<file path="config.mk">
export PLATFORM = sky130hd
export DESIGN_NAME = key_cand_gen
export DESIGN_NICKNAME = d
export VERILOG_FILES = /design/src/rtl/kcg_pkg.sv /design/src/rtl/kcg_free_counter.sv /design/src/rtl/kcg_dep_stage.sv /design/src/rtl/kcg_task_ctrl.sv /design/src/rtl/key_cand_gen.sv
export SDC_FILE = /design/constraint.sdc
export NUM_CORES = 1
export LEC_CHECK = 0
export BUFFER_PORTS_ARGS = -buffer_cell sky130_fd_sc_hd__buf_2
export CORE_MARGIN = 4
export CORE_UTILIZATION = 40
export DETAILED_ROUTE_END_ITERATION = 6
export GPL_ROUTABILITY_DRIVEN = 0
export HOLD_SLACK_MARGIN = 0.02
export RECOVER_POWER = 100
export SLEW_MARGIN = 0
export SYNTH_ARGS = -nofsm -noshare
export SYNTH_HDL_FRONTEND = slang
export SYNTH_HIERARCHICAL = 1
export SYNTH_SLANG_ARGS = --single-unit
</file>
<file path="constraint.sdc">
create_clock -name clk -period 1.9 [get_ports clk]
set_clock_uncertainty 0.1 [all_clocks]
set_input_delay 0.095 -clock clk [delete_from_list [all_inputs] [get_ports clk]]
set_output_delay 0.095 -clock clk [all_outputs]
set_load 0.02 [all_outputs]
</file>
<file path="src/rtl/kcg_pkg.sv">
package kcg_pkg;
  localparam int unsigned KCG_MAX_W = 64;

  function automatic logic masked_parity(input logic [KCG_MAX_W-1:0] bits,
                                         input logic [KCG_MAX_W-1:0] sel);
    return ^(bits & sel);
  endfunction
endpackage

</file>
<file path="src/rtl/kcg_free_counter.sv">
module kcg_free_counter #(
  parameter int unsigned FREE_W = 4
) (
  input  logic              clk,
  input  logic              rst_n,
  input  logic              load_zero,
  input  logic              step,
  output logic [FREE_W-1:0] free_q,
  output logic [FREE_W-1:0] free_d,
  output logic              free_en,
  output logic              at_last
);
  localparam logic [FREE_W-1:0] ONE = FREE_W'(1);

  always_comb begin
    at_last = &free_q;
    free_en = load_zero | (step & ~at_last);
    free_d  = load_zero ? '0 : (free_q + ONE);
  end

  always_ff @(posedge clk or negedge rst_n) begin
    if (!rst_n)       free_q <= '0;
    else if (free_en) free_q <= free_d;
  end

  assert_restart_zero_R2: assert property (@(posedge clk) disable iff (!rst_n)
    load_zero |=> (free_q == '0));

  assert_step_R4: assert property (@(posedge clk) disable iff (!rst_n)
    (step && !load_zero && !at_last) |=> (free_q == $past(free_q) + ONE));

  assert_hold_R5: assert property (@(posedge clk) disable iff (!rst_n)
    (!step && !load_zero) |=> $stable(free_q));
endmodule

</file>
<file path="src/rtl/kcg_dep_stage.sv">
module kcg_dep_stage
  import kcg_pkg::*;
#(
  parameter int unsigned             FREE_W    = 4,
  parameter int unsigned             DEP_W     = 3,
  parameter logic [DEP_W*FREE_W-1:0] DEP_MASKS = '0
) (
  input  logic              clk,
  input  logic              rst_n,
  input  logic              load_en,
  input  logic [FREE_W-1:0] free_d,
  input  logic [DEP_W-1:0]  rhs_sel,
  output logic [DEP_W-1:0]  dep_q
);
  logic [DEP_W-1:0] dep_d;

  for (genvar i = 0; i < DEP_W; i++) begin : g_dep
    localparam logic [FREE_W-1:0] MASK = DEP_MASKS[i*FREE_W +: FREE_W];
    always_comb begin
      dep_d[i] = masked_parity(KCG_MAX_W'(free_d), KCG_MAX_W'(MASK)) ^ rhs_sel[i];
    end
  end

  always_ff @(posedge clk or negedge rst_n) begin
    if (!rst_n)       dep_q <= '0;
    else if (load_en) dep_q <= dep_d;
  end

  assert_dep_hold_R5: assert property (@(posedge clk) disable iff (!rst_n)
    !load_en |=> $stable(dep_q));
endmodule

</file>
<file path="src/rtl/kcg_task_ctrl.sv">
module kcg_task_ctrl #(
  parameter int unsigned DEP_W = 3
) (
  input  logic             clk,
  input  logic             rst_n,
  input  logic             task_start,
  input  logic [DEP_W-1:0] task_rhs,
  input  logic             fire,
  input  logic             at_last,
  output logic             active_q,
  output logic             done_q,
  output logic [DEP_W-1:0] rhs_sel
);
  logic             active_d, done_d, state_en;
  logic [DEP_W-1:0] rhs_q;

  always_comb begin
    state_en = task_start | (fire & at_last);
    active_d = task_start;
    done_d   = ~task_start;
    rhs_sel  = task_start ? task_rhs : rhs_q;
  end

  always_ff @(posedge clk or negedge rst_n) begin
    if (!rst_n) begin
      active_q <= 1'b0;
      done_q   <= 1'b0;
    end else if (state_en) begin
      active_q <= active_d;
      done_q   <= done_d;
    end
  end

  always_ff @(posedge clk or negedge rst_n) begin
    if (!rst_n)          rhs_q <= '0;
    else if (task_start) rhs_q <= task_rhs;
  end

  assert_rhs_capture_only_R8: assert property (@(posedge clk) disable iff (!rst_n)
    !task_start |=> $stable(rhs_q));

  assert_exclusive_state_R7: assert property (@(posedge clk) disable iff (!rst_n)
    !(active_q && done_q));

  assert_start_clears_done_R9: assert property (@(posedge clk) disable iff (!rst_n)
    task_start |=> (active_q && !done_q));
endmodule

</file>
<file path="src/rtl/key_cand_gen.sv">
module key_cand_gen #(
  parameter int unsigned             FREE_W    = 4,
  parameter int unsigned             DEP_W     = 3,
  parameter logic [DEP_W*FREE_W-1:0] DEP_MASKS = 12'h9E3,
  localparam int unsigned            KEY_W     = FREE_W + DEP_W
) (
  input  logic             clk,
  input  logic             rst_n,
  input  logic             task_start,
  input  logic [DEP_W-1:0] task_rhs,
  input  logic             pause,
  input  logic             cand_ready,
  output logic             cand_valid,
  output logic [KEY_W-1:0] cand_key,
  output logic             done
);
  logic              active_q, done_q, fire, at_last, free_en;
  logic [FREE_W-1:0] free_q, free_d;
  logic [DEP_W-1:0]  dep_q, rhs_sel;

  always_comb begin
    cand_valid = active_q & ~pause;
    fire       = cand_valid & cand_ready;
    cand_key   = {dep_q, free_q};
    done       = done_q;
  end

  kcg_task_ctrl #(.DEP_W(DEP_W)) u_ctrl (
    .clk(clk), .rst_n(rst_n), .task_start(task_start), .task_rhs(task_rhs),
    .fire(fire), .at_last(at_last), .active_q(active_q), .done_q(done_q),
    .rhs_sel(rhs_sel)
  );

  kcg_free_counter #(.FREE_W(FREE_W)) u_cnt (
    .clk(clk), .rst_n(rst_n), .load_zero(task_start), .step(fire),
    .free_q(free_q), .free_d(free_d), .free_en(free_en), .at_last(at_last)
  );

  kcg_dep_stage #(.FREE_W(FREE_W), .DEP_W(DEP_W), .DEP_MASKS(DEP_MASKS)) u_dep (
    .clk(clk), .rst_n(rst_n), .load_en(free_en), .free_d(free_d),
    .rhs_sel(rhs_sel), .dep_q(dep_q)
  );

  assert_key_hold_R5: assert property (@(posedge clk) disable iff (!rst_n)
    (cand_valid && !cand_ready && !task_start) |=> $stable(cand_key));

  assert_pause_freeze_R6: assert property (@(posedge clk) disable iff (!rst_n)
    (pause && !task_start) |=> $stable(cand_key));

  assert_done_silent_R7: assert property (@(posedge clk) disable iff (!rst_n)
    done |-> !cand_valid);

  assert_last_to_done_R7: assert property (@(posedge clk) disable iff (!rst_n)
    (fire && at_last && !task_start) |=> (done && !cand_valid));
endmodule

</file>
**After elaboration in Yosys (flattened, before gate mapping)**

Index checks and enable logic that the tools add are counted.

- Add/subtract/negate cells: 1
- Multiplexer cells: 2
- Bitwise logic cells: 12
- Reductions and logical operators: 4

Operators with widths:

| kind | number |
|---|---|
| $reduce_xor 64->1 | 3 |
| $add 4x1->4 const B | 1 |
| $and 1x1->1 | 4 |
| $mux 4 | 1 |
| $reduce_and 4->1 | 1 |
| $mux 3 | 1 |
| $not 1->1 | 3 |
| $xor 1x1->1 | 3 |
| $or 1x1->1 | 2 |

- Register bits after elaboration: 12
- Input bits: 8
- Output and inout bits: 9
- Word-level logic and storage cells: 24

**Logic depth before layout (Yosys ltp)**

Gate-level depths: netlist of run 1.

- Word-level depth: 5
- Mapped depth: 6
- Gate-level depth less buffers: 6

**Hierarchy**

Netlist of run 1, hierarchy kept.

Modules (own cells, without submodules):

| module | times used | cells each | area each (um^2) | seq. area each (um^2) |
|---|---|---|---|---|
| kcg_free_counter | 1 | 26 | 241.5 | 100.1 |
| kcg_task_ctrl | 1 | 12 | 180.2 | 125.1 |
| kcg_dep_stage | 1 | 14 | 167.7 | 75.1 |
| key_cand_gen | 1 | 2 | 15.0 | 0.0 |

**Worst setup path after synthesis of run 1**

OpenSTA, ideal clock, no wires.

- Path type: flip-flop to flip-flop
- Start: register u_cnt.free_q[0]
- End: register u_dep.dep_q[0]
- Library setup time: 0.125 ns
- Arrival time: 1.482 ns
- Data required time: 1.675 ns
- Setup slack: 0.194 ns
- Cell stages (with the launch flop): 6
- Path buffers: 0
- Period minus slack after synthesis: 1.706 ns
- Cells stage by stage: dfrtp_1 ha_1 and2b_1 xnor2_1 xnor2_1 mux2_2

- Word-level cells in the longest chain between the ends: 4
- Elaborated cells between the ends (all ways): 8
- Classes of those cells: 1 x add/sub; 1 x mux; 4 x bitwise; 2 x reduce/logical

RTL lines:

| element | line | text |
|---|---|---|
| start: declaration | kcg_free_counter.sv:8 | `output logic [FREE_W-1:0] free_q,` |
| start signal: assignment | kcg_free_counter.sv:23 | `else if (free_en) free_q <= free_d;` |
| $add 4x1->4 | kcg_free_counter.sv:18 | `free_d = load_zero ? '0 : (free_q + ONE);` |
| $mux 4 | kcg_free_counter.sv:18 |  |
| net free_d[1] | key_cand_gen.sv:18 | `logic [FREE_W-1:0] free_q, free_d;` |
| $reduce_xor 64->1 | kcg_pkg.sv:6 | `return ^(bits & sel);` |
| $xor 1x1->1 | kcg_dep_stage.sv:20 | `dep_d[i] = masked_parity(KCG_MAX_W'(free_d), KCG_MAX_W'(MASK)) ^ rhs_sel[i];` |
| end signal: assignment | kcg_dep_stage.sv:26 | `else if (load_en) dep_q <= dep_d;` |
| end: declaration | kcg_dep_stage.sv:13 | `output logic [DEP_W-1:0] dep_q` |

The timed path passes the listed nets, and every way through them passes these cells.
A chain may end at the register's enable or synchronous reset.

**Final worst setup path of run 1**

- Start: register u_cnt.free_q[0]
- End: register u_dep.dep_q[0]

- Word-level cells in the longest chain between the ends: 4
- Elaborated cells between the ends (all ways): 8
- Classes of those cells: 1 x add/sub; 1 x mux; 4 x bitwise; 2 x reduce/logical

RTL lines:

| element | line | text |
|---|---|---|
| $reduce_and 4->1 | kcg_free_counter.sv:16 | `at_last = &free_q;` |
| $not 1->1 | kcg_free_counter.sv:17 | `free_en = load_zero \| (step & ~at_last);` |
| $and 1x1->1 | kcg_free_counter.sv:17 |  |
| $or 1x1->1 | kcg_free_counter.sv:17 |  |
| net free_en | key_cand_gen.sv:17 | `logic active_q, done_q, fire, at_last, free_en;` |

The timed path passes the listed nets, and every way through them passes these cells.

==> summary.txt, run 1 <==
Worst setup path
  • CP delay by family, top: flip-flops
  • CP Cell Sequence: ha_1 > nand3_1 > a21oi_1 > inv_1 > mux2_2
  • Worst Path Required: 1.95 ns
  • WP buf/inv: 1
  • CP max FO: 6
  • Slowest CP cell: dfrtp_1
  • Crit end category: flip-flop
  • Depth of the most critical reg-to-reg path: 5
  • CP peak stage delay: 0.43 ns
  • Critical path class: reg -> reg
  • Levels on crit path: 5
  • Worst Path Arrival: 1.76 ns
  • Setup crit start kind: flip-flop

Cells and area
  • # diodes: 0
  • Nets: 88
  • Share of cells above drive strength 1: 19.5%
  • Area grow syn2layout: 24.6%
  • Post-route insts no fill: 92

Global routing
  • First-pass GRT wire length: 1960 um
  • Initial antenna violation count: 0
  • Gr ovfl total: 0
  • GRT Total Usage: 13.5%
  • Pin count of the biggest net entering global routing: 14
  • Vias in the first global route: 452

Drt
  • WL/cell: 12.3 um
  • ANT nets after route: 0
  • Via density per instance: 5.08
  • WL final: 1140 um
  • Drc violations: 0
  • Via count: 467
  • DRT iter0 DRCs: 2
  • 1st-pass router iterations: 2

Pwr
  • VDD IR max: 0.408 mV
  • Leak pwr: 0.334 nW
  • PD cells: 744 nW/um^2

Timing
  • Slew @ Worst Pin: 0.654 ns
  • Relative slew slack: 56.4%
  • Final Hold Viols: 0
  • Min Clock Period, post-route: 1.71 ns
  • Fmax: 0.586 GHz
  • Setup TNS Final: 0 ns
  • Final setup violation count: 0
  • Max Slew Vio Count: 0
  • Final period utilization: 89.8%
  • RSZ-0062 raised after global routing: no

Clock network
  • CTS resizes: 0
  • CTS tree: built
  • Clock root buffer: clkbuf_4
  • CTS HTree Levels: 1
  • CTS sink count: 12
  • Clock tree buffer depth: 2
  • Cts bufs inserted: 3
  • Worst skew pair latency: 0.27 ns
  • Reg clk slew, reported paths: 0.07 ns

Outcome
  • Status: completed

Logic synthesis
  • Synth area leaders: dfrtp_1 50%, mux2_2 13%, xnor2_1 12%, a21oi_1 4.1%, nor2_1 3.1%
  • Post-synthesis cell type count: 16
  • Share of the synthesized area in the top cell type: 49.7%
  • Avg Inst Size Synth: 11.2 um^2
  • Synth Warn #: 6
  • Area leader, netlist: dfrtp_1
  • Post-synthesis sequential area ratio: 49.7%
  • Mapped Cells: 54
  • Mapped Area: 604 um^2
  • Net count after synthesis: 63
  • FF+latch count, synth: 12

Placement
  • PortBufs: 16
  • Post-Place Cells: 85
  • DP Wirelength: 832 um

Flow run
  • Max_cap viols: 0

Floorplanning
  • Die area: 2200 um^2
  • I/O Pins: 17
  • CORE AREA: 1370 um^2
  • Initial Utilization: 44.2%
  • Die width: 46.9 um
  • Row cnt: 13
  • Die Ht: 46.9 um

Worst hold path
  • Worst Hold Class: in -> reg
  • Hold depth: 2
metal layers:
metal	vias to the layer above	wire length (um)	global-route usage (%)	share of wire [%]
li1	235	-	-	-
met4	0	27	8.29	2.4
met1	216	493	15.8	43
met2	12	529	19.5	47
met3	4	84	6.90	7.4
met5	-	0	0	0
cells in the final DEF, fill, tap and decap left out, drive strengths merged:
master	netlist	routed
inv	3	3
nand3	3	3
o21ai	2	2
dfrtp	12	12
dlygate4sd3	0	4
a21oi	5	5
xnor2	8	8
mux2	8	8
nor2	5	5
nand2	1	1
clkbuf	0	13
nor2b	2	2
or3	1	1
and3b	1	1
and2b	1	1
a21o	1	1
ha	1	1
buf	0	6
state kept, by name (all words and copies together) (netlist names):
register,count
u_cnt/free_q,4
u_ctrl/rhs_q,3
u_dep/dep_q,3
u_ctrl/active_q,1
u_ctrl/done_q,1
where the power goes:
group	total, mW	switching [mW]	internal (mW)	leakage, nW
clock	0.151	0.0779	0.0734	0.0138
sequential	0.290	0.0114	0.279	0.148
combinational	0.119	0.0663	0.0526	0.172
synthesized netlist by cell type:
| library cell | instances |
|---|---|
| mux2_2 | 7 |
| and3b_1 | 1 |
| xnor2_1 | 8 |
| ha_1 | 1 |
| or3_1 | 1 |
| mux2_4 | 1 |
| a21oi_1 | 5 |
| nor2b_1 | 2 |
| nand3_1 | 3 |
| nand2_1 | 1 |
| a21o_2 | 1 |
| and2b_1 | 1 |
| nor2_1 | 5 |
| dfrtp_1 | 12 |
| inv_1 | 3 |
| o21ai_0 | 2 |
area by class of cell:
type / instances / area, um^2
Sequential cell: 12 / 300
Tap cell: 15 / 18.8
Inverter: 3 / 11.3
Fill cell: 139 / 613
Clock buffer: 3 / 22.5
Timing Repair Buffer: 20 / 108
Multi-Input combinational cell: 39 / 293
kinds of logic (layout without fill, tap and decap cells):
group           count (synthesis)  after routing  synth area share, %
flops                          12             12                 49.7
mux                             8              8                 15.5
xor+xnor                        8              8                 11.6
fa+ha+maj                       1              1                 2.07
simple gates                   14             14                 12.0
compound gates                  8              8                 7.25
buf+inv                         3             26                 1.86
final timing paths:
kind | start | to | slack (ns)
min | task_start | u_cnt/free_q[1] | 0.06
min in group asynchronous | rst_n | u_cnt/free_q[2] | 0.26
min reg2reg | u_ctrl/active_q | u_ctrl/active_q | 0.40
max | u_cnt/free_q[0] | u_dep/dep_q[0] | 0.19
max reg2reg | u_cnt/free_q[0] | u_dep/dep_q[0] | 0.19
max in group asynchronous | rst_n | u_ctrl/rhs_q[2] | 1.02
repair_timing:
| item | in CTS | in global routing |
|---|---|---|
| buffers inserted | 0 | 0 |
| endpoints found under the hold margin | 15 | 0 |
| hold buffers | 4 | 0 |
through the flow:
step                      area, um^2  setup slack, ns  power [mW]  hold WS (ns)  utilization [%]
after global routing             753          0.00924       0.602        0.0868             55.1
after global placement           703            0.236       0.416        -0.113             51.5
after CTS                        766            0.193       0.579        0.0626             56.0
after floorplan                  604            0.194       0.374        -0.301                -
final                            753            0.193       0.560        0.0581             55.1
after detailed placement         703            0.202       0.417        -0.109             51.5
Note: power is estimated with default switching activity, not from simulation.
==> run 2: changes to the inputs <==
==> constraint.sdc (replaced) <==
create_clock -name clk -period 1.9 [get_ports clk]
set_clock_uncertainty 0.1 [all_clocks]
set_input_delay 0 -clock clk [delete_from_list [all_inputs] [get_ports clk]]
set_output_delay 0 -clock clk [all_outputs]
set_load 0.02 [all_outputs]
==> summary.txt, run 2 (synthesis results as in run 1) <==
Cells and area
  • Area grow syn2layout: 26.3%
  • # diodes: 0 (unchanged)
  • Largest registers: u_cnt/free_q x4, u_ctrl/rhs_q x3, u_dep/dep_q x3
  • FILL cells: 138 (-0.72%)
  • Nets: 89 (+1.1%)
  • Max FFs per register: 4 (unchanged)
  • Most frequent cells in the layout: 12 x dfrtp_1, 10 x clkbuf_1, 8 x xnor2_1
  • Commonest non-fill, non-tap cell in the layout: dfrtp_1
  • Design area: 763 um^2 (+1.3%)
  • Share of cells above drive strength 1: 20.5% (+1.0 points)
  • Top reg by flops: u_cnt/free_q

Drt
  • DRT iter0 DRCs: 2 (unchanged)
  • WL/cell: 12.3 um (-0.29%)
  • Drc violations: 0 (unchanged)
  • Highest metal used: met4
  • Metal2 WL: 536 um (+1.3%)
  • 1st-pass router iterations: 2 (unchanged)
  • Met3 WL: 78 um (-7.1%)
  • Via density per instance: 5.06 (-0.23%)
  • ANT nets after route: 0 (unchanged)
  • Via count: 471 (+0.86%)
  • Metal-1 WL: 501 um (+1.6%)
  • WL final: 1140 um (+0.79%)

Worst hold path
  • Hold depth: 4 (+2)
  • Worst Hold Class: in -> reg

Clock network
  • Worst skew pair latency: 0.27 ns (about the same)
  • Clock tree buffer depth: 2 (unchanged)
  • CTS sink count: 12 (unchanged)
  • CTS tree: built
  • Cts bufs inserted: 3 (unchanged)
  • Reg clk slew, reported paths: 0.07 ns (about the same)
  • CTS HTree Levels: 1 (unchanged)
  • Clock root buffer: clkbuf_4

Timing
  • Final setup violation count: 0 (unchanged)
  • Min Clock Period, post-route: 1.71 ns (-0.00000700 ns)
  • Fmax: 0.586 GHz (about the same)
  • RSZ-0062 raised after global routing: no
  • Slew @ Worst Pin: 0.654 ns (+0.000136 ns)
  • Setup TNS Final: 0 ns (unchanged)
  • Final Hold Viols: 0 (unchanged)
  • Relative slew slack: 56.4% (about the same)
  • Max Slew Vio Count: 0 (unchanged)
  • Final period utilization: 89.8% (about the same)

Floorplanning
  • CORE AREA: 1370 um^2 (unchanged)
  • Row cnt: 13 (unchanged)
  • Die width: 46.9 um (unchanged)
  • Die Ht: 46.9 um (unchanged)
  • Initial Utilization: 44.2% (unchanged)
  • Die area: 2200 um^2 (unchanged)
  • I/O Pins: 17 (unchanged)

Worst setup path
  • Crit end category: flip-flop
  • R2R Path Start: u_cnt/free_q[0]
  • Setup crit start kind: flip-flop
  • R2R Setup Slk: 0.19 ns (about the same)
  • Worst Path Required: 1.95 ns (about the same)
  • Depth of the most critical reg-to-reg path: 5 (unchanged)
  • Setup crit start: u_cnt/free_q[0]
  • Worst Path Arrival: 1.76 ns (about the same)
  • Critical path class: reg -> reg
  • CP endpoint: u_dep/dep_q[0]
  • Reg2Reg Capture Point: u_dep/dep_q[0]
  • CP max FO: 6 (unchanged)

Global routing
  • Gr ovfl total: 0 (unchanged)
  • First-pass GRT wire length: 1990 um (+1.4%)
  • Vias in the first global route: 464 (+2.7%)
  • Initial antenna violation count: 0 (unchanged)
  • GRT Total Usage: 13.7% (+0.16 points)
  • Pin count of the biggest net entering global routing: 14 (unchanged)

Placement
  • Placed Area: 703 um^2 (unchanged)
  • DP Wirelength: 832 um (unchanged)
  • PortBufs: 16 (unchanged)

Pwr
  • VDD IR max: 0.410 mV (+0.54%)
  • PD cells: 737 nW/um^2 (-0.93%)
  • Leak pwr: 0.338 nW (+1.2%)

Outcome
  • Status: completed

Flow run
  • Max_cap viols: 0 (unchanged)
run 2: cell count changes in the layout (fill, tap and decap cells not counted), sizes merged:
cell and delta:
dlygate4sd3 +1
run 2: layout make-up:
| class | count | area [um^2] | area share (%) |
|---|---|---|---|
| clock buffers | 3 | 22.5 | 2.95 |
| inverters | 3 | 11.3 | 1.48 |
| multi-input cells | 39 | 293 | 38.4 |
| flip-flops and latches | 12 | 300 | 39.3 |
| well taps | 15 | 18.8 | 2.46 |
| repair buffers | 21 | 118 | 15.4 |
run 2: report_power, final:
group	leakage (nW)	switching [mW]	internal (mW)	total (mW)
registers	0.148	0.0114	0.279	0.290
clock network	0.0138	0.0779	0.0734	0.151
logic	0.177	0.0665	0.0545	0.121
total	0.338	0.156	0.407	0.562
run 2: worst min path at each step:
stage               start               to  slack, ns
6_report       cand_ready  u_cnt/free_q[1]       0.11
5_1_grt        cand_ready  u_cnt/free_q[1]       0.14
4_1_cts             rst_n  u_cnt/free_q[2]       0.03
3_5_place_dp        rst_n  u_cnt/free_q[2]      -0.20
3_3_place_gp        rst_n  u_cnt/free_q[1]      -0.21
2_1_floorplan       rst_n  u_cnt/free_q[0]      -0.40
run 2: metal layers:
metal	vias to the layer above	track usage (%)
met2	12	20.1
met5	-	0
met4	0	8.29
li1	237	-
met3	4	6.90
met1	218	15.8
run 2: worst max-delay path, cell delays in order, from the launching register on:
cell and delay, ns:
dfrtp_1 0.43, ha_1 0.21, nand3_1 0.12, a21oi_1 0.29
inv_1 0.15, mux2_2 0.29
run 2: what timing repair did:
item / in CTS / in global routing
resized for setup: 0 / 0
hold buffers: 5 / 0
endpoints found under the setup margin: 0 / 0
setup buffers: 0 / 0
hold endpoints to repair: 19 / 0
run 2: stage by stage:
step | cells | util [%] | hold WS, ns | setup slack (ns) | power, mW
after floorplan | 54 | - | -0.396 | 0.194 | 0.374
after global placement | 85 | 51.5 | -0.208 | 0.236 | 0.416
after detailed placement | 85 | 51.5 | -0.204 | 0.202 | 0.417
after CTS | 93 | 56.8 | 0.0288 | 0.193 | 0.581
after global routing | 93 | 55.9 | 0.145 | 0.00924 | 0.604
final | 93 | 55.9 | 0.113 | 0.193 | 0.562
